## src/rtl/fsq_pkg.sv

```systemverilog
package fsq_pkg;

    typedef enum logic [3:0] {
        S_IDLE    = 4'd0,
        S_SETUP   = 4'd1,
        S_DELAY   = 4'd2,
        S_CONFIRM = 4'd3,
        S_PCMD    = 4'd4,
        S_PRD     = 4'd5,
        S_CLR     = 4'd6,
        S_RST     = 4'd7,
        S_VFY     = 4'd8,
        S_FIN     = 4'd9
    } seq_state_e;

    typedef enum logic [1:0] {
        RES_OK       = 2'd0,
        RES_TIMEOUT  = 2'd1,
        RES_MISMATCH = 2'd2,
        RES_STATUS   = 2'd3
    } seq_result_e;

    localparam logic [7:0] CMD_ERASE_ARM  = 8'h20;
    localparam logic [7:0] CMD_ERASE_GO   = 8'hD0;
    localparam logic [7:0] CMD_PROG_ARM   = 8'h40;
    localparam logic [7:0] CMD_STAT_READ  = 8'h70;
    localparam logic [7:0] CMD_STAT_CLEAR = 8'h50;
    localparam logic [7:0] CMD_ARRAY_MODE = 8'hFF;
    localparam logic [7:0] STAT_READY     = 8'h80;
    localparam logic [7:0] STAT_FAULT     = 8'h38;
    localparam logic [7:0] ERASED_BYTE    = 8'hFF;

endpackage

```

## src/rtl/fsq_cycle_timer.sv

```systemverilog
module fsq_cycle_timer #(
    parameter int unsigned LIMIT = 250
) (
    input  logic clk,
    input  logic rst_n,
    input  logic clr_i,
    input  logic inc_i,
    output logic hit_o
);
    generate
        if (LIMIT <= 1) begin : g_single
            // A one-count window is reached on its first cycle.
            assign hit_o = 1'b1;
        end else begin : g_count
            localparam int unsigned CW = $clog2(LIMIT);
            localparam logic [CW-1:0] TOP = CW'(LIMIT - 1);

            logic [CW-1:0] cnt_d, cnt_q;

            always_comb begin
                cnt_d = cnt_q;
                if (clr_i) begin
                    cnt_d = '0;
                end else if (inc_i && (cnt_q != TOP)) begin
                    cnt_d = cnt_q + CW'(1);
                end
            end

            always_ff @(posedge clk or negedge rst_n) begin
                if (!rst_n) cnt_q <= '0;
                else        cnt_q <= cnt_d;
            end

            assign hit_o = (cnt_q == TOP);
        end
    endgenerate
endmodule

```

## src/rtl/fsq_status_eval.sv

```systemverilog
module fsq_status_eval (
    input  logic [7:0] stat_i,
    output logic       ready_o,
    output logic       fault_o
);
    import fsq_pkg::*;

    assign ready_o = |(stat_i & STAT_READY);
    assign fault_o = |(stat_i & STAT_FAULT);
endmodule

```

## src/rtl/fsq_bus_drive.sv

```systemverilog
module fsq_bus_drive
    import fsq_pkg::*;
#(
    parameter int unsigned OFS_W  = 13,
    parameter int unsigned BANK_W = 1
) (
    input  seq_state_e              state_i,
    input  logic                    prog_i,
    input  logic [BANK_W-1:0]       bank_i,
    input  logic [OFS_W-1:0]        ofs_i,
    input  logic [7:0]              src_i,
    output logic [OFS_W+BANK_W-1:0] addr_o,
    output logic [7:0]              wdata_o,
    output logic                    we_o,
    output logic                    re_o
);
    localparam int unsigned AW = OFS_W + BANK_W;

    logic [AW-1:0] base_addr;
    logic [AW-1:0] byte_addr;

    assign base_addr = {bank_i, {OFS_W{1'b0}}};
    assign byte_addr = {bank_i, ofs_i};

    always_comb begin
        addr_o  = base_addr;
        wdata_o = 8'h00;
        we_o    = 1'b0;
        re_o    = 1'b0;
        unique case (state_i)
            S_SETUP: begin
                we_o    = 1'b1;
                addr_o  = prog_i ? byte_addr : base_addr;
                wdata_o = prog_i ? CMD_PROG_ARM : CMD_ERASE_ARM;
            end
            S_CONFIRM: begin
                we_o    = 1'b1;
                addr_o  = prog_i ? byte_addr : base_addr;
                wdata_o = prog_i ? src_i : CMD_ERASE_GO;
            end
            S_PCMD: begin
                we_o    = 1'b1;
                wdata_o = CMD_STAT_READ;
            end
            S_PRD: begin
                re_o = 1'b1;
            end
            S_CLR: begin
                we_o    = 1'b1;
                wdata_o = CMD_STAT_CLEAR;
            end
            S_RST: begin
                we_o    = 1'b1;
                wdata_o = CMD_ARRAY_MODE;
            end
            S_VFY: begin
                re_o   = 1'b1;
                addr_o = byte_addr;
            end
            default: begin
                addr_o = base_addr;
            end
        endcase
    end
endmodule

```

## src/rtl/flash_bank_seq.sv

```systemverilog
module flash_bank_seq
    import fsq_pkg::*;
#(
    parameter int unsigned BANK_BYTES = 8192,
    parameter int unsigned BANKS      = 2,
    parameter int unsigned SETUP_CYC  = 250,
    parameter int unsigned POLL_LIMIT = 1000000,
    localparam int unsigned OFS_W  = $clog2(BANK_BYTES),
    localparam int unsigned BANK_W = (BANKS > 1) ? $clog2(BANKS) : 1,
    localparam int unsigned ADDR_W = OFS_W + BANK_W
) (
    input  logic              clk,
    input  logic              rst_n,
    input  logic              start_i,
    input  logic              op_i,
    input  logic [BANK_W-1:0] bank_i,
    output logic [OFS_W-1:0]  src_addr_o,
    input  logic [7:0]        src_data_i,
    output logic [ADDR_W-1:0] fl_addr_o,
    output logic [7:0]        fl_wdata_o,
    output logic              fl_we_o,
    output logic              fl_re_o,
    input  logic [7:0]        fl_rdata_i,
    output logic              busy_o,
    output logic              done_o,
    output logic [1:0]        result_o
);
    localparam logic [OFS_W-1:0] OFS_LAST = OFS_W'(BANK_BYTES - 1);
    localparam logic [OFS_W-1:0] OFS_ONE  = OFS_W'(1);

    typedef struct packed {
        seq_state_e        st;
        logic              prog;
        logic [BANK_W-1:0] bank;
        logic [OFS_W-1:0]  ofs;
        seq_result_e       code;
        seq_result_e       res;
    } ctx_t;

    ctx_t ctx_d, ctx_q;

    logic dly_clr, dly_inc, dly_hit;
    logic pol_clr, pol_inc, pol_hit;
    logic st_ready, st_fault;
    logic [7:0] vfy_expect;

    fsq_cycle_timer #(.LIMIT(SETUP_CYC)) u_setup_timer (
        .clk   (clk),
        .rst_n (rst_n),
        .clr_i (dly_clr),
        .inc_i (dly_inc),
        .hit_o (dly_hit)
    );

    fsq_cycle_timer #(.LIMIT(POLL_LIMIT)) u_poll_timer (
        .clk   (clk),
        .rst_n (rst_n),
        .clr_i (pol_clr),
        .inc_i (pol_inc),
        .hit_o (pol_hit)
    );

    fsq_status_eval u_status (
        .stat_i  (fl_rdata_i),
        .ready_o (st_ready),
        .fault_o (st_fault)
    );

    fsq_bus_drive #(.OFS_W(OFS_W), .BANK_W(BANK_W)) u_bus (
        .state_i (ctx_q.st),
        .prog_i  (ctx_q.prog),
        .bank_i  (ctx_q.bank),
        .ofs_i   (ctx_q.ofs),
        .src_i   (src_data_i),
        .addr_o  (fl_addr_o),
        .wdata_o (fl_wdata_o),
        .we_o    (fl_we_o),
        .re_o    (fl_re_o)
    );

    assign vfy_expect = ctx_q.prog ? src_data_i : ERASED_BYTE;

    always_comb begin
        ctx_d   = ctx_q;
        dly_clr = 1'b0;
        dly_inc = 1'b0;
        pol_clr = 1'b0;
        pol_inc = 1'b0;

        unique case (ctx_q.st)
            S_IDLE: begin
                if (start_i) begin
                    ctx_d.st   = S_SETUP;
                    ctx_d.prog = op_i;
                    ctx_d.bank = bank_i;
                    ctx_d.ofs  = '0;
                    ctx_d.code = RES_OK;
                end
            end
            S_SETUP: begin
                dly_clr  = 1'b1;
                ctx_d.st = ctx_q.prog ? S_DELAY : S_CONFIRM;
            end
            S_DELAY: begin
                dly_inc = 1'b1;
                if (dly_hit) ctx_d.st = S_CONFIRM;
            end
            S_CONFIRM: begin
                pol_clr  = 1'b1;
                ctx_d.st = S_PCMD;
            end
            S_PCMD: begin
                ctx_d.st = S_PRD;
            end
            S_PRD: begin
                if (st_ready) begin
                    if (st_fault) begin
                        ctx_d.code = RES_STATUS;
                        ctx_d.st   = S_CLR;
                    end else if (ctx_q.prog && (ctx_q.ofs != OFS_LAST)) begin
                        ctx_d.ofs = ctx_q.ofs + OFS_ONE;
                        ctx_d.st  = S_SETUP;
                    end else begin
                        ctx_d.st = S_CLR;
                    end
                end else if (pol_hit) begin
                    ctx_d.code = RES_TIMEOUT;
                    ctx_d.st   = S_CLR;
                end else begin
                    pol_inc  = 1'b1;
                    ctx_d.st = S_PCMD;
                end
            end
            S_CLR: begin
                ctx_d.st = S_RST;
            end
            S_RST: begin
                ctx_d.ofs = '0;
                ctx_d.st  = (ctx_q.code == RES_OK) ? S_VFY : S_FIN;
            end
            S_VFY: begin
                if (fl_rdata_i != vfy_expect) begin
                    ctx_d.code = RES_MISMATCH;
                    ctx_d.st   = S_FIN;
                end else if (ctx_q.ofs == OFS_LAST) begin
                    ctx_d.st = S_FIN;
                end else begin
                    ctx_d.ofs = ctx_q.ofs + OFS_ONE;
                end
            end
            S_FIN: begin
                ctx_d.st = S_IDLE;
            end
            default: begin
                ctx_d.st = S_IDLE;
            end
        endcase

        // The visible result moves together with the done pulse.
        if ((ctx_d.st == S_FIN) && (ctx_q.st != S_FIN)) begin
            ctx_d.res = ctx_d.code;
        end
    end

    always_ff @(posedge clk or negedge rst_n) begin
        if (!rst_n) begin
            ctx_q.st   <= S_IDLE;
            ctx_q.prog <= 1'b0;
            ctx_q.bank <= '0;
            ctx_q.ofs  <= '0;
            ctx_q.code <= RES_OK;
            ctx_q.res  <= RES_OK;
        end else begin
            ctx_q <= ctx_d;
        end
    end

    assign src_addr_o = ctx_q.ofs;
    assign busy_o     = (ctx_q.st != S_IDLE);
    assign done_o     = (ctx_q.st == S_FIN);
    assign result_o   = ctx_q.res;
endmodule

```

## config.mk

```make
export PLATFORM = sky130hd
export DESIGN_NAME = flash_bank_seq
export DESIGN_NICKNAME = d
export VERILOG_FILES = /design/src/rtl/fsq_pkg.sv /design/src/rtl/fsq_cycle_timer.sv /design/src/rtl/fsq_status_eval.sv /design/src/rtl/fsq_bus_drive.sv /design/src/rtl/flash_bank_seq.sv
export SDC_FILE = /design/constraint.sdc
export NUM_CORES = 1
export LEC_CHECK = 0
export CAP_MARGIN = 30
export CORE_ASPECT_RATIO = 1.4
export CORE_MARGIN = 3
export CORE_UTILIZATION = 57
export CTS_BUF_LIST = sky130_fd_sc_hd__clkbuf_4 sky130_fd_sc_hd__clkbuf_8 sky130_fd_sc_hd__clkbuf_16
export DETAILED_ROUTE_END_ITERATION = 16
export GPL_TIMING_DRIVEN = 0
export PLACE_DENSITY = 0.86
export SYNTH_ARGS = -nofsm -noshare
export SYNTH_HDL_FRONTEND = slang
export SYNTH_SLANG_ARGS = --single-unit
```

## constraint.sdc

```tcl
create_clock -name clk -period 4 [get_ports clk]
set_clock_uncertainty 0.2 [all_clocks]
set_input_delay 0.4 -clock clk [delete_from_list [all_inputs] [get_ports clk]]
set_output_delay 0.4 -clock clk [all_outputs]
set_load 0.05 [all_outputs]
```

==> impl_metrics.ini <==
[clock_tree]
clock-sinks = 51
root_buffer = clkbuf_8
insertion_delay_ps = 300
tritoncts = yes
clkTransAtPathRegs_ps = 90
cts_buffers = 5
cts_max_path_buffers = 2
htreeDepth = 2

[pwr]
p_leak_nw = 1.74
vdd_ir_drop_max_uv = 828
total_power_mw = 2.30
p_per_area_nw_per_um2 = 559

[layout]
drive_gt1_frac = 0.0857
postLayoutCellArea_sq_um = 4110
n_antenna_cell = 0
final_cells = 535
post-route-util = 0.738
area.growth.synth_to_final_pct = 24.4
final_nets = 491

[die]
io_pins = 62
design.core.area_sq_um = 5570
initial_core_util = 0.593
dieArea_sq_um = 6760
die_w_microns = 70.3
die_y_microns = 96.1
rows = 32

[worst_setup_path]
end_kind = output port
r2r_end = src_addr_o[11]$_DFFE_PN0P_
cp_max_fo = 10
critical_path_class = flip-flop to output port
critPathArrivalTime_ps = 3060
startpoint_type = flip-flop
reg2reg_depth = 9
reg2reg_from = src_addr_o[0]$_DFFE_PN0P_
crit_required_ps = 3400
ff2ff_setup_slack_ps = 1050

[placement]
dp_cells = 526
place.port_buffers = 60
post_dp_cell_area_sq_um = 4000
dp_hpwl_microns = 5950
dp_slack_ps = 680
gp_congestion = 0.954

[job]
cap_violations = 0

[route]
dr.pass1.iters = 4
drc = 0
vias = 3101
drtIter0Drc = 217
ant_nets = 0
detail_route.wl_per_cell_microns = 14.7
via_per_inst = 5.80
postRouteWirelength_microns = 7850

[sta]
hold_viol = 0
setup_viol = 0
finalCritPeriodShare = 0.915
finalSetupTns_ps = 0
fin_hold_ws_ps = 321
rsz0062_at_grt = false
min_period_ps = 3660
slew_viol_final = 0
setup_ws_ps = 340
max_freq_mhz = 273
relSlewSlack = 0.471
tightest_slew_ps = 783

[synthesis]
yosysMostFrequentCell = dfrtp_1
yosysTopAreaCellShare = 0.387
synth_top_cell_by_area = dfrtp_1
yosysSeqAreaShare = 0.387
synth_edf_count = 0
synthArstFlopShare = 1.00
syn-num-nets = 422
syn_inst = 397
synthesis.area_sq_um = 3300
synth.distinct_cells = 48
synth-seq-cells = 51
yosys_warnings = 0
ys.flop_type = dfrtp_1
synth_common_cells = 51 x dfrtp_1, 46 x nand2_1, 44 x nor2_1
synthTopCellsByArea = dfrtp_1 39%, nand2_1 5.2%, nor2_1 5.0%, xor2_1 4.2%, buf_4 4.1%
syn_area_per_cell_sq_um = 8.32

[global_routing]
grt_pass1_vias = 2969
antenna_found_initial = 0
grt_max_degree = 30
overflow = 0
track_usage = 0.242
grt_pass1_wl_microns = 13300

[worst_hold_path]
min_to = result_o[0]$_DFFE_PN0P_
min_delay_path_depth = 1
hp-start = result_o[0]$_DFFE_PN0P_
hold_class = flip-flop to flip-flop

[outcome]
outcome = completed
routing by layer:
metal  up-vias  track usage  part of all wire
li1       1516            -                 -
met1      1445        0.300              0.41
met2       123        0.424              0.50
met3        17       0.0355             0.064
met4         0       0.0942             0.022
met5         -            0                 0
registers in the layout (all words and copies together) (netlist names):
register	count
u_setup_timer.g_count.cnt_q	8
result_o	2
ctx_q	8
src_addr_o	13
u_poll_timer.g_count.cnt_q	20
power breakdown:
part	switching [mW]	internal (mW)	total, mW
clock	0.176	0.133	0.308
combinational	0.862	0.452	1.31
sequential	0.0789	0.595	0.674
total	1.12	1.18	2.30
area by class of cell:
class | instances | area [sq um]
multi-input combinational | 307 | 1810
clock buffer | 6 | 76.3
buffer | 31 | 184
clock inverter | 2 | 17.5
timing repair buffer | 62 | 626
sequential | 51 | 1280
tap | 68 | 85.1
inverter | 8 | 30.0
fill | 431 | 1460
kinds of logic (layout without fill, tap and decap cells):
family	Yosys count	in the layout	share of synthesized area
compound gates	74	74	0.138
xor+xnor	25	25	0.0663
fa+ha+maj	4	4	0.0152
buf+inv	39	109	0.0648
flops	51	51	0.387
mux	7	7	0.0231
simple gates	197	197	0.306
worst max-delay path, cell delays in order, from the launching register on:
cell and delay (ps):
dfrtp_1 410, clkbuf_1 220, nor2_1 210, and2_1 150
clkbuf_1 350, clkbuf_1 410, nand3_1 130, nand2_1 90
clkdlybuf4s50_1 800
worst max-delay path by stage:
stage / depth (start not counted) / slack, ps / startpoint / endpoint
floorplan: 5 / 1260 / ctx_q[21]$_DFF_PN0_ / fl_wdata_o[6]
finish: 8 / 340 / ctx_q[22]$_DFF_PN0_ / fl_wdata_o[0]
global route: 8 / 210 / ctx_q[22]$_DFF_PN0_ / fl_wdata_o[0]
detailed placement: 8 / 680 / ctx_q[22]$_DFF_PN0_ / fl_wdata_o[0]
CTS: 8 / 340 / ctx_q[22]$_DFF_PN0_ / fl_wdata_o[0]
global placement: 8 / 720 / ctx_q[22]$_DFF_PN0_ / fl_wdata_o[0]
timing repair:
action	CTS	global route
hold buffers	1	0
hold endpoints to repair	22	0
gates resized for setup	0	0
buffers inserted	0	0
cell usage in the layout, fill, tap and decap left out, drive strengths merged, types with 4 or more instances in the layout:
cell	count
ha	4
and3	6
xnor2	9
clkbuf	18
or3	6
nor3	11
and2	17
a21oi	24
buf	21
nand2	46
inv	8
nor4	5
nor2	44
or4	5
mux2	5
o31ai	6
nand2b	5
clkdlybuf4s50	59
nand4	11
o21ai	24
xor2	16
dfrtp	51
nand3	19
nand3b	6
(Power assumes the default switching activity.)
